[config.mk]
export PLATFORM = sky130hd
export DESIGN_NAME = serial_frame_gen
export DESIGN_NICKNAME = d
export VERILOG_FILES = /design/src/rtl/sfg_pkg.sv /design/src/rtl/sfg_timing.sv /design/src/rtl/sfg_shifter.sv /design/src/rtl/serial_frame_gen.sv
export SDC_FILE = /design/constraint.sdc
export NUM_CORES = 1
export LEC_CHECK = 0
export BUFFER_PORTS_ARGS = -buffer_cell sky130_fd_sc_hd__clkbuf_2
export CAP_MARGIN = 20
export CORE_AREA = 2 2 65 67
export DETAILED_ROUTE_END_ITERATION = 6
export DIE_AREA = 0 0 67 69
export GPL_ROUTABILITY_DRIVEN = 1
export HOLD_SLACK_MARGIN = 0.08
export SYNTH_ARGS = -nofsm -noshare
export SYNTH_HDL_FRONTEND = slang
export SYNTH_SLANG_ARGS = --single-unit
export TNS_END_PERCENT = 30
[constraint.sdc]
create_clock -name clk -period 2.2 [get_ports clk]
set_input_delay 0.33 -clock clk [delete_from_list [all_inputs] [get_ports clk]]
set_output_delay 0.33 -clock clk [all_outputs]
set_load 0.02 [all_outputs]
[src/rtl/sfg_pkg.sv]
// Package: shared sample type and field widths for the serial frame generator.
// Assumes: mantissa and exponent widths are fixed by the receiving converter.
package sfg_pkg;
    localparam int MANT_W = 10;
    localparam int EXP_W  = 3;

    typedef struct packed {
        logic [MANT_W-1:0] mant;
        logic [EXP_W-1:0]  expo;
    } sample_t;
endpackage

[src/rtl/sfg_timing.sv]
// Module: sfg_timing
// Counts master cycles within a slot and slots within a frame, and drives
// the registered bit clock and latch strobe from the counter values that
// follow the next edge.
// Assumes: CLKS_PER_SLOT >= 2, LATCH_SLOTS <= SLOTS.
module sfg_timing #(
    parameter int SLOTS         = 18,
    parameter int CLKS_PER_SLOT = 4,
    parameter int LATCH_SLOTS   = 8
) (
    input  logic                      clk,
    input  logic                      rst_n,
    output logic [$clog2(SLOTS)-1:0]  slot_q,
    output logic [$clog2(SLOTS)-1:0]  slot_nxt,
    output logic [$clog2(CLKS_PER_SLOT)-1:0] phase_q,
    output logic                      frame_start,
    output logic                      bclk_o,
    output logic                      strobe_o
);
    localparam int SLOT_W      = $clog2(SLOTS);
    localparam int PH_W        = $clog2(CLKS_PER_SLOT);
    localparam int FIRST_LATCH = SLOTS - LATCH_SLOTS;
    localparam logic [SLOT_W-1:0] LAST_SLOT  = SLOT_W'(SLOTS - 1);
    localparam logic [PH_W-1:0]   LAST_PHASE = PH_W'(CLKS_PER_SLOT - 1);

    logic [PH_W-1:0] phase_nxt;

    // Next counter values: the phase wraps each slot, the slot wraps each frame.
    always_comb begin
        phase_nxt = phase_q + PH_W'(1);
        slot_nxt  = slot_q;
        if (phase_q == LAST_PHASE) begin
            phase_nxt = '0;
            slot_nxt  = (slot_q == LAST_SLOT) ? '0 : slot_q + SLOT_W'(1);
        end
    end

    // Counter and output registers; outputs reflect the state after the edge.
    always_ff @(posedge clk) begin
        if (!rst_n) begin
            phase_q  <= '0;
            slot_q   <= '0;
            bclk_o   <= 1'b0;
            strobe_o <= 1'b0;
        end else begin
            phase_q  <= phase_nxt;
            slot_q   <= slot_nxt;
            bclk_o   <= (phase_nxt == PH_W'(1));
            strobe_o <= (32'(slot_nxt) >= FIRST_LATCH);
        end
    end

    // First master cycle of a frame, gated off during reset.
    assign frame_start = rst_n && (slot_q == '0) && (phase_q == '0);

    // the last cycle of a frame is followed by cycle 0 of the next.
    p_frame_wrap_r1: assert property (@(posedge clk) disable iff (!rst_n)
        (slot_q == LAST_SLOT && phase_q == LAST_PHASE) |=> (slot_q == '0 && phase_q == '0));

    // each bit clock pulse lasts one master cycle, in phase 1 of a slot.
    p_bclk_width_r4: assert property (@(posedge clk) disable iff (!rst_n)
        bclk_o |=> !bclk_o);
    p_bclk_phase_r4: assert property (@(posedge clk) disable iff (!rst_n)
        bclk_o |-> (phase_q == PH_W'(1)));

    // the strobe rises only at the start of the first latch slot.
    p_strobe_rise_r5: assert property (@(posedge clk) disable iff (!rst_n)
        $rose(strobe_o) |-> (32'(slot_q) == FIRST_LATCH && phase_q == '0));

    // the strobe is steady while the bit clock is high and on the cycle after.
    p_strobe_steady_r6: assert property (@(posedge clk) disable iff (!rst_n)
        bclk_o |=> $stable(strobe_o));
endmodule

[src/rtl/sfg_shifter.sv]
// Module: sfg_shifter
// Holds the accepted sample and chooses the bit that goes out in each slot.
// The order is padding, then the mantissa LSB first, then the exponent LSB first.
// Assumes: PAD_SLOTS + MANT_W + EXP_W equals the number of slots per frame.
module sfg_shifter
    import sfg_pkg::*;
#(
    parameter int SLOTS     = 18,
    parameter int PAD_SLOTS = 5,
    parameter int CLKS_PER_SLOT = 4
) (
    input  logic                     clk,
    input  logic                     rst_n,
    input  logic                     load,
    input  sample_t                  smp_in,
    input  logic [$clog2(SLOTS)-1:0] slot_q,
    input  logic [$clog2(SLOTS)-1:0] slot_nxt,
    input  logic [$clog2(CLKS_PER_SLOT)-1:0] phase_q,
    output logic                     sdata_o
);
    localparam int MANT_BASE = PAD_SLOTS;
    localparam int EXP_BASE  = PAD_SLOTS + MANT_W;

    sample_t word_q;
    logic    bit_nxt;

    // Held sample: replaced only when a sample is accepted at frame start.
    always_ff @(posedge clk) begin
        if (!rst_n)    word_q <= '0;
        else if (load) word_q <= smp_in;
    end

    // Bit for the slot after the next edge; padding slots match no field and stay 0.
    always_comb begin
        bit_nxt = 1'b0;
        for (int i = 0; i < MANT_W; i++)
            if (32'(slot_nxt) == MANT_BASE + i) bit_nxt = word_q.mant[i];
        for (int j = 0; j < EXP_W; j++)
            if (32'(slot_nxt) == EXP_BASE + j) bit_nxt = word_q.expo[j];
    end

    // Registered serial data line.
    always_ff @(posedge clk) begin
        if (!rst_n) sdata_o <= 1'b0;
        else        sdata_o <= bit_nxt;
    end

    // the data line holds still after phase 0 of a slot.
    p_data_hold_r2: assert property (@(posedge clk) disable iff (!rst_n)
        (phase_q != '0) |-> $stable(sdata_o));

    // padding slots carry logic 0.
    p_pad_zero_r3: assert property (@(posedge clk) disable iff (!rst_n)
        (32'(slot_q) < PAD_SLOTS) |-> !sdata_o);

    // a load happens only at the start of a frame.
    p_load_start_r7: assert property (@(posedge clk) disable iff (!rst_n)
        load |-> (slot_q == '0 && phase_q == '0));
endmodule

[src/rtl/serial_frame_gen.sv]
// Module: serial_frame_gen (top)
// Produces the bit clock, latch strobe and serial data of a floating-point
// audio output frame. It accepts one parallel sample per frame through a
// valid/ready handshake.
// Assumes: a single master clock domain and a synchronous active-low reset.
module serial_frame_gen
    import sfg_pkg::*;
#(
    parameter int PAD_SLOTS     = 5,
    parameter int CLKS_PER_SLOT = 4,
    parameter int LATCH_SLOTS   = 8
) (
    input  logic              clk,
    input  logic              rst_n,
    input  logic              smp_valid,
    input  logic [MANT_W-1:0] smp_mant,
    input  logic [EXP_W-1:0]  smp_exp,
    output logic              smp_ready,
    output logic              bclk_o,
    output logic              strobe_o,
    output logic              sdata_o
);
    localparam int SLOTS  = PAD_SLOTS + MANT_W + EXP_W;
    localparam int SLOT_W = $clog2(SLOTS);
    localparam int PH_W   = $clog2(CLKS_PER_SLOT);

    logic [SLOT_W-1:0] slot_q, slot_nxt;
    logic [PH_W-1:0]   phase_q;
    logic              frame_start;
    sample_t           smp_in;

    assign smp_in    = '{mant: smp_mant, expo: smp_exp};
    assign smp_ready = frame_start;

    sfg_timing #(
        .SLOTS(SLOTS), .CLKS_PER_SLOT(CLKS_PER_SLOT), .LATCH_SLOTS(LATCH_SLOTS)
    ) u_timing (
        .clk(clk), .rst_n(rst_n), .slot_q(slot_q), .slot_nxt(slot_nxt),
        .phase_q(phase_q), .frame_start(frame_start),
        .bclk_o(bclk_o), .strobe_o(strobe_o)
    );

    sfg_shifter #(
        .SLOTS(SLOTS), .PAD_SLOTS(PAD_SLOTS), .CLKS_PER_SLOT(CLKS_PER_SLOT)
    ) u_shifter (
        .clk(clk), .rst_n(rst_n), .load(smp_valid && smp_ready), .smp_in(smp_in),
        .slot_q(slot_q), .slot_nxt(slot_nxt), .phase_q(phase_q), .sdata_o(sdata_o)
    );

    // while reset is asserted, nothing is offered and all outputs are low
    // (checked one edge after reset is sampled).
    p_reset_quiet_r9: assert property (@(posedge clk)
        !rst_n |=> (!bclk_o && !strobe_o && !sdata_o));
    p_ready_reset_r9: assert property (@(posedge clk) !rst_n |-> !smp_ready);
endmodule

# Word-level counts from Yosys, hierarchy flattened
# Cells that the tools add are included.
[word_totals]
reg_bits = 23
input_bits = 16
out_inout_bits = 4
elab_cells = 47
[classes]
n_addsub = 2
n_lt_le_gt_ge = 1
eq_ne = 16
muxes = 16
reduce_logical = 5
[op_table]
columns = ["operator", "count"]
rows = [
  ["equality test 5 x 4 -> 1 bit (second input constant)", 8],
  ["equality test 5 x 3 -> 1 bit (second input constant)", 3],
  ["equality test 5 bit (second input constant)", 3],
  ["2-to-1 mux 1 bit", 13],
  ["2-to-1 mux 5 bit", 2],
  ["adder 5 x 1 -> 5 bit (second input constant)", 1],
  [">= comparator 5 x 4 -> 1 bit (second input constant)", 1],
  ["logical NOT 5 bit", 1],
  ["logical AND 1 bit", 3],
  ["adder 2 x 1 -> 2 bit (second input constant)", 1],
  ["equality test 2 x 1 -> 1 bit (second input constant)", 1],
  ["equality test 2 bit (second input constant)", 1],
  ["logical NOT 2 bit", 1],
  ["2-to-1 mux 2 bit", 1],
]

# Longest topological paths before layout
# Gate-level depths: netlist (run 1).
[logic_depth]
depth_word = 17
ltp_mapped = 9
depth_no_buf = 8

# Hierarchy
# A second synthesis (run 1) with hierarchy kept.
[unflattened]
hier_cells = 123
hier_area_um2 = 1196.1
[modules_own_cells]
columns = ["mod", "instances", "cells_each", "area_per_inst_um2", "seq_area_each_um2"]
rows = [
  ["sfg_shifter", 1, 68, 696.9, 280.3],
  ["sfg_timing", 1, 54, 493.0, 180.2],
  ["serial_frame_gen", 1, 1, 6.3, 0.0],
]

# Worst setup path after synthesis (run 1)
# OpenSTA, ideal clock, no wires.
[synth_timing]
path_type = "reg-to-reg"
startpoint = "register u_timing.slot_q[0]"
endpoint = "register u_shifter.word_q[0] (netlist bit)"
setup_ns = 0.116
arrival_time_ns = 1.934
required_ns = 2.084
slack_ns = 0.150
path_stages_with_launch = 9
n_path_buf = 2
synth_period_minus_slack_ns = 2.050
cell_sequence = "dfxtp_1 > buf_2 > inv_1 > ha_1 > nor3b_1 > nand2_1 > buf_4 > mux2i_1 > nor2b_1"
[synth_between]
elab_chain_len = 4
[synth_rtl]
columns = ["item", "line", "text"]
rows = [
  ["start, declared", "sfg_timing.sv:13", "output logic [$clog2(SLOTS)-1:0] slot_q,"],
  ["start signal, assigned", "sfg_timing.sv:47", "slot_q <= slot_nxt;"],
  ["logical NOT 5 bit", "sfg_timing.sv:54", "assign frame_start = rst_n && (slot_q == '0) && (phase_q == '0);"],
  ["logical AND 1 bit (2 in series)", "sfg_timing.sv:54", ""],
  ["net smp_ready", "serial_frame_gen.sv:18", "output logic smp_ready,"],
  ["logical AND 1 bit", "serial_frame_gen.sv:46", ".clk(clk), .rst_n(rst_n), .load(smp_valid && smp_ready), .smp_in(smp_in),"],
  ["end signal, assigned", "sfg_shifter.sv:30", "else if (load) word_q <= smp_in;"],
  ["end, declared", "sfg_shifter.sv:24", "sample_t word_q;"],
]
# The timed path passes the listed nets, and every way through them passes these cells.
# A chain may end at the register's enable or synchronous reset.

# Worst setup path in the final report (run 1)
[layout_timing]
startpoint = "register u_timing.slot_q[1]"
endpoint = "register u_shifter.sdata_o"
[layout_between]
elab_chain_len = 17
word_cells_on_any_way = 30
classes_between = "1 x add/sub; 14 x eq/ne; 15 x mux"
[layout_rtl]
columns = ["item", "line", "text"]
rows = [
  ["adder 5 x 1 -> 5 bit / equality test 5 bit (equally long branches)", "sfg_timing.sv:34", "slot_nxt = (slot_q == LAST_SLOT) ? '0 : slot_q + SLOT_W'(1);"],
  ["2-to-1 mux 5 bit", "sfg_timing.sv:34", ""],
  ["2-to-1 mux 5 bit (*)", "sfg_timing.sv:32", "if (phase_q == LAST_PHASE) begin"],
  ["equality test 5 x 3 -> 1 bit", "sfg_shifter.sv:37", "if (32'(slot_nxt) == MANT_BASE + i) bit_nxt = word_q.mant[i];"],
  ["2-to-1 mux 1 bit (10 in series)", "sfg_shifter.sv:37", ""],
  ["2-to-1 mux 1 bit (2 in series)", "sfg_shifter.sv:39", "if (32'(slot_nxt) == EXP_BASE + j) bit_nxt = word_q.expo[j];"],
  ["2-to-1 mux 1 bit (*)", "sfg_shifter.sv:39", ""],
  ["end signal, assigned", "sfg_shifter.sv:45", "else sdata_o <= bit_nxt;"],
  ["end, declared", "sfg_shifter.sv:19", "output logic sdata_o"],
]
# Every way passes the cells marked *; elsewhere a longest branch is shown, timed or not.

==> metrics, run 1 <==
Clock transition at path regs=0.08 ns; final worst path period share=0.940; Final GP Congestion=0.836; first-pass GRT wire length=4620 um; vias in the first global route=1,096; ANT cells=0; Detailed Place HPWL=2100 um; reg-to-reg slack, setup=0.13 ns; Final Util=0.393; post-CTS setup buffers=0; fmax=around 0.48 GHz; area of the core=3910 um2; worst path required time=2.39 ns; total number of H-tree levels=1; CP max FO=7; CP Class=reg -> reg; Total GRT Usage=0.125; Vert. Die Dim=roughly 69 um; Net Count, Synth=170; Residual DRC=0; Yosys top cell by area=dfxtp_1; placed cell count=215; total power=844 uW; fraction of layout cells with a size suffix above 1=0.201; CP Capture Type=flip-flop; Synth top cells by count=dfxtp_1 (23), nor2b_1 (16), mux2i_1 (14), a21oi_1 (9); Final Setup Violations=0; pre-CTS WS=-0.00155 ns; Initial DRC Count=49; I/O pins=20; vias per cell=5.09; max-cap violation count=0; die area=~4600 um2; Syn Inst Count=148; CP arrival=approximately 2.3 ns; outcome=finished, final reports clean; fin worst setup slack=0.131 ns; CP Launch Type=flip-flop; Cell Area, Synth=between 1000 and 1500 um2; Detailed Route WL=~2800 um; mean area per synthesized cell=8.94 um2; CTS tree=done; met2 Use GR=0.211; Die X-Extent=67 um; largest net degree at the start of global routing=24; RSZ-0062 raised after global routing=false; crit path time final=2.07 ns; EDFF count, synth=0; # resized after CTS=1; final non-filler cell total=219; Post-synth ARST share=0; Setup Skew=0.00614 ns; Routed Antenna Nets=0; top-count cell post-synth=dfxtp_1; DRT Pass-1 Iters=4; fin nets=around 190; gr busiest metal=met2; grt ovf=0; root buf cell=clkbuf_8; total number of vias=1,114; VDD IR max=0.398 mV; grt met1 use=0.155; CTS Buf Count=3; top-area cell type share of the netlist area=0.348; antenna violations before repair=0; sequential area share after synthesis=0.348; later-pin clock latency in the skew report=0.26 ns; met3 Track Usage GR=0.0261; ys flop type=dfxtp_1; power per cell area=548 nW/um2; final hold viol count=0; Synth cell types=between 40 and 50; Worst-Margin Slew=0.369 ns; synth warn=0; Clock Sinks=23; Starting Density=0.338; drt wl/cell=between 10 and 15 um; clk buf depth=2; hold crit path type=in -> reg; post-synthesis register bit count=23; Synth area leaders=dfxtp_1 (35%), mux2i_1 (11%), nor2b_1 (7.6%); max-slew violation count=0; hold_buf cts=0; slew margin rel.=0.754; Buffers on Ports=19; Area Growth Syn to Fin=16.4%; Leak Pwr=0.000631 uW; # rows=23
final cells by class:
cell class	count	area, um2
Sequential cell	23	462
Fill cell	422	2370
Multi-Input combinational cell	109	800
Tap cell	50	62.6
Clock buffer	4	45.0
Timing Repair Buffer	25	140
Inverter	8	30.0
report_power, final:
group / total (uW) / switching (uW) / internal, uW / leakage [uW]
registers: 454 / 16.5 / 437 / 0.000188
clock network: 254 / 126 / 129 / 0.0000228
logic: 136 / 69.3 / 66.5 / 0.000421
total: 844 / 211 / 633 / 0.000631
placed cells by master (no fill, tap or decap), types with 2 or more instances in the layout:
| master | netlist | layout |
|---|---|---|
| mux2i_1 | 14 | 14 |
| nand3_1 | 3 | 3 |
| nor2b_1 | 16 | 16 |
| clkbuf_2 | 0 | 19 |
| o21ai_0 | 3 | 3 |
| clkbuf_8 | 0 | 3 |
| a31oi_1 | 2 | 2 |
| nor3b_1 | 2 | 2 |
| nor3_1 | 2 | 2 |
| o32a_1 | 2 | 2 |
| buf_4 | 3 | 6 |
| a21oi_1 | 9 | 9 |
| ha_1 | 6 | 5 |
| o21ai_1 | 2 | 2 |
| nand3b_1 | 4 | 4 |
| inv_1 | 8 | 8 |
| nor2_1 | 8 | 8 |
| nand2_1 | 4 | 4 |
| nand2b_1 | 2 | 2 |
| dfxtp_1 | 23 | 22 |
| and2_1 | 6 | 6 |
| o22ai_1 | 4 | 4 |
| and3_1 | 2 | 2 |
layer usage:
layer / up-vias / part of all wire
li1: 570 / -
met1: 513 / 0.44
met2: 29 / 0.49
met3: 2 / 0.053
met4: 0 / 0.0094
met5: - / 0
logic make-up after synthesis:
group	Yosys count	share of synthesized area
buffers and inverters	16	0.0615
XOR/XNOR	1	0.00662
adder cells (fa/ha/maj)	6	0.0568
flip-flops	23	0.348
AND/OR/NAND/NOR	54	0.245
multiplexers	14	0.106
AO/OA/AOI/OAI	34	0.176
metrics by stage:
step,TNS (ns),instance area (um2),hold slack (ns)
2_1_floorplan,0,1320,0.426
3_3_place_gp,0,1470,0.436
3_5_place_dp,-0.00155,1470,0.454
4_1_cts,0,1520,0.322
5_1_grt,0,1540,0.343
6_report,0,1540,0.325
worst max-delay path, stage by stage, from the launching register on:
cell and delay [ns]:
dfxtp_1 0.33, buf_4 0.14, ha_1 0.22, nand2_1 0.15, a311oi_1 0.34, o21ai_1 0.16
nor4_2 0.32, o22ai_1 0.13, a211oi_2 0.21
registers in the layout, summed over array words and instances, names as in the netlist:
register and cells:
u_shifter.word_q 13, u_timing.slot_q 5, u_timing.phase_q 2, u_shifter.sdata_o 1, u_timing.bclk_o 1, u_timing.strobe_o 1
worst paths after layout:
check | startpoint | to | depth (start not counted)
hold / removal | smp_mant[3] | u_shifter.word_q[6] | 3
hold reg to reg | u_timing.phase_q[0] | u_timing.phase_q[0] | 1
setup reg to reg | u_timing.slot_q[1] | u_shifter.sdata_o | 8
setup / recovery | u_timing.slot_q[1] | u_shifter.sdata_o | 8
Power figures use the tool's default switching activity.
==> run 2: changes to the inputs <==
--- a/config.mk
+++ b/config.mk
@@ -12,6 +12,7 @@
 export DIE_AREA = 0 0 67 69
 export GPL_ROUTABILITY_DRIVEN = 1
 export HOLD_SLACK_MARGIN = 0.08
+export MAX_ROUTING_LAYER = met4
 export SYNTH_ARGS = -nofsm -noshare
 export SYNTH_HDL_FRONTEND = slang
 export SYNTH_SLANG_ARGS = --single-unit
==> run 2 against run 1 <==
Via count grew 1.3%. Hold slack lost 0.0017 ns. Utilization is the same. Maximum frequency grew 0.35%. Largest cell class unchanged. Critical path depth is the same. Count of clock-buffer cells in the layout is the same. Highest routed layer unchanged. Total power grew 0.24%. Register-to-register slack is essentially flat. Clock power is essentially flat.
==> metrics, run 2 (synthesis results as in run 1) <==
die area=4620 um2; final worst path period share=0.937; Clock transition at path regs=0.08 ns; total number of vias=roughly 1,100; vias in the first global route=roughly 1,100; CP Class=reg -> reg; internal power=633 uW; antenna violations before repair=0; number of flip-flops in the largest register=13; Buffers on Ports=19; RSZ-0062 raised after global routing=false; Clock power frac=0.303; worst path required time=2.39 ns; Biggest register=u_shifter.word_q; total number of H-tree levels=1; Die X-Extent=roughly 67 um; pre-CTS WS=-0.00155 ns; Setup Skew=0.00561 ns; CTS Buf Count=3; # rows=23; fmax=0.485 GHz; I/O pins=20; Total GRT Usage=0.128; drt wl/cell=12.6 um; area of the core=3910 um2; crit path time final=slightly above 2 ns; switch share=0.252; hold path start=smp_mant[3]; VDD IR max=0.397 mV; worst hold endpoint=u_shifter.word_q[6]; Initial DRC Count=25; CP Launch Type=flip-flop; DP Area=roughly 1500 um2; CP max FO=7; cell area after layout=1540 um2; Total Neg Setup Slack=0 ns; CP Capture Type=flip-flop; largest net degree at the start of global routing=24; Reg2Reg Launch Point=u_timing.slot_q[1]; hold crit path type=in -> reg; DRT Pass-1 Iters=4; Flop pwr share=0.536; net switching power=approximately 210 uW; Worst-Margin Slew=about 0.38 ns; power per cell area=550 nW/um2; CTS tree=done; final non-filler cell total=approximately 220; slew margin rel.=0.748; placed cell count=roughly 220; grt ovf=0; worst r2r dst=u_shifter.sdata_o; Filler cells=422; reg-to-reg slack, setup=0.14 ns; Hold WS=~0.32 ns; fin worst setup slack=~0.14 ns; fraction of layout cells with a size suffix above 1=0.201; Reg2Reg Depth=8; max-slew violation count=0; later-pin clock latency in the skew report=0.26 ns; max-cap violation count=0; hold_buf cts=0; outcome=finished, final reports clean; root buf cell=clkbuf_8; final hold viol count=0; Final Setup Violations=0; ANT cells=0; Clock Sinks=23; vias per cell=a little over 5; post-CTS setup buffers=0; clk buf depth=2; Leak Pwr=0.000631 uW; most frequent cells in the layout=dfxtp_1 (22), clkbuf_2 (19), nor2b_1 (16); hold depth=3; Detailed Route WL=2760 um; Detailed Place HPWL=about 2100 um; CP arrival=~2.3 ns; Residual DRC=0; Final GP Congestion=roughly 0.85; fin nets=192; largest registers=u_shifter.word_q x13, u_timing.slot_q x5, u_timing.phase_q x2; Critical path origin=u_timing.slot_q[1]; commonest non-fill, non-tap cell in the layout=dfxtp_1; Starting Density=0.338; Area Growth Syn to Fin=16.4%; Routed Antenna Nets=0; first-pass GRT wire length=4610 um; combinational group share of total power=0.161; Vert. Die Dim=69 um
[run 2: per-stage QoR]
step / total power (uW) / utilization
2_1_floorplan: 557 / -
3_3_place_gp: 591 / 0.377
3_5_place_dp: 595 / 0.377
4_1_cts: 852 / 0.389
6_report: 846 / 0.393
5_1_grt: 891 / 0.393
[run 2: critical path, stage by stage (launching register included)]
cell	delay (ns)
dfxtp_1	0.31
buf_4	0.15
ha_1	0.23
and3_1	0.22
o22ai_1	0.29
nor3_1	0.11
and3_1	0.18
or3_1	0.37
a211oi_2	0.14
[run 2: metal layers]
layer  up-vias  share of wire  wire length (um)  track usage
li1        569              -                 -            -
met1       526           0.44              1230        0.154
met2        32           0.49              1360        0.212
met3         2          0.057               158       0.0261
met4         0         0.0076                21       0.0363
met5         -              0                 0            -
[run 2: cell type report]
type	instances	area, um2	area share
multi-input cells	109	800	0.520
inverters	8	30.0	0.0195
repair buffers	25	140	0.0911
clock buffers	4	45.0	0.0293
flip-flops and latches	23	462	0.300
well taps	50	62.6	0.0407
[run 2: power by group through the flow]
stage               Sequential, uW  Combinational, uW  Clock, uW
global placement               460                131          0
CTS                            452                135        265
floorplan                      458               99.1          0
global route                   456                154        281
detailed placement             461                134          0
finish                         454                136        256
[run 2: worst max path at each step]
stage                          end  slack [ns]  cells after the start
6_report         u_shifter.sdata_o        0.14                      8
3_3_place_gp     u_shifter.sdata_o        0.15                      7
4_1_cts          u_shifter.sdata_o        0.02                      7
2_1_floorplan  u_shifter.word_q[0]        0.15                      8
5_1_grt          u_shifter.sdata_o        0.02                      8
3_5_place_dp     u_shifter.sdata_o      -0.002                      7
[run 2: what timing repair did]
| item | 4_1_cts | 5_1_grt |
|---|---|---|
| resized for setup | 1 | 3 |
| pin swaps | 0 | 0 |
| setup endpoints to repair | 1 | 1 |
| cloned | 0 | 0 |
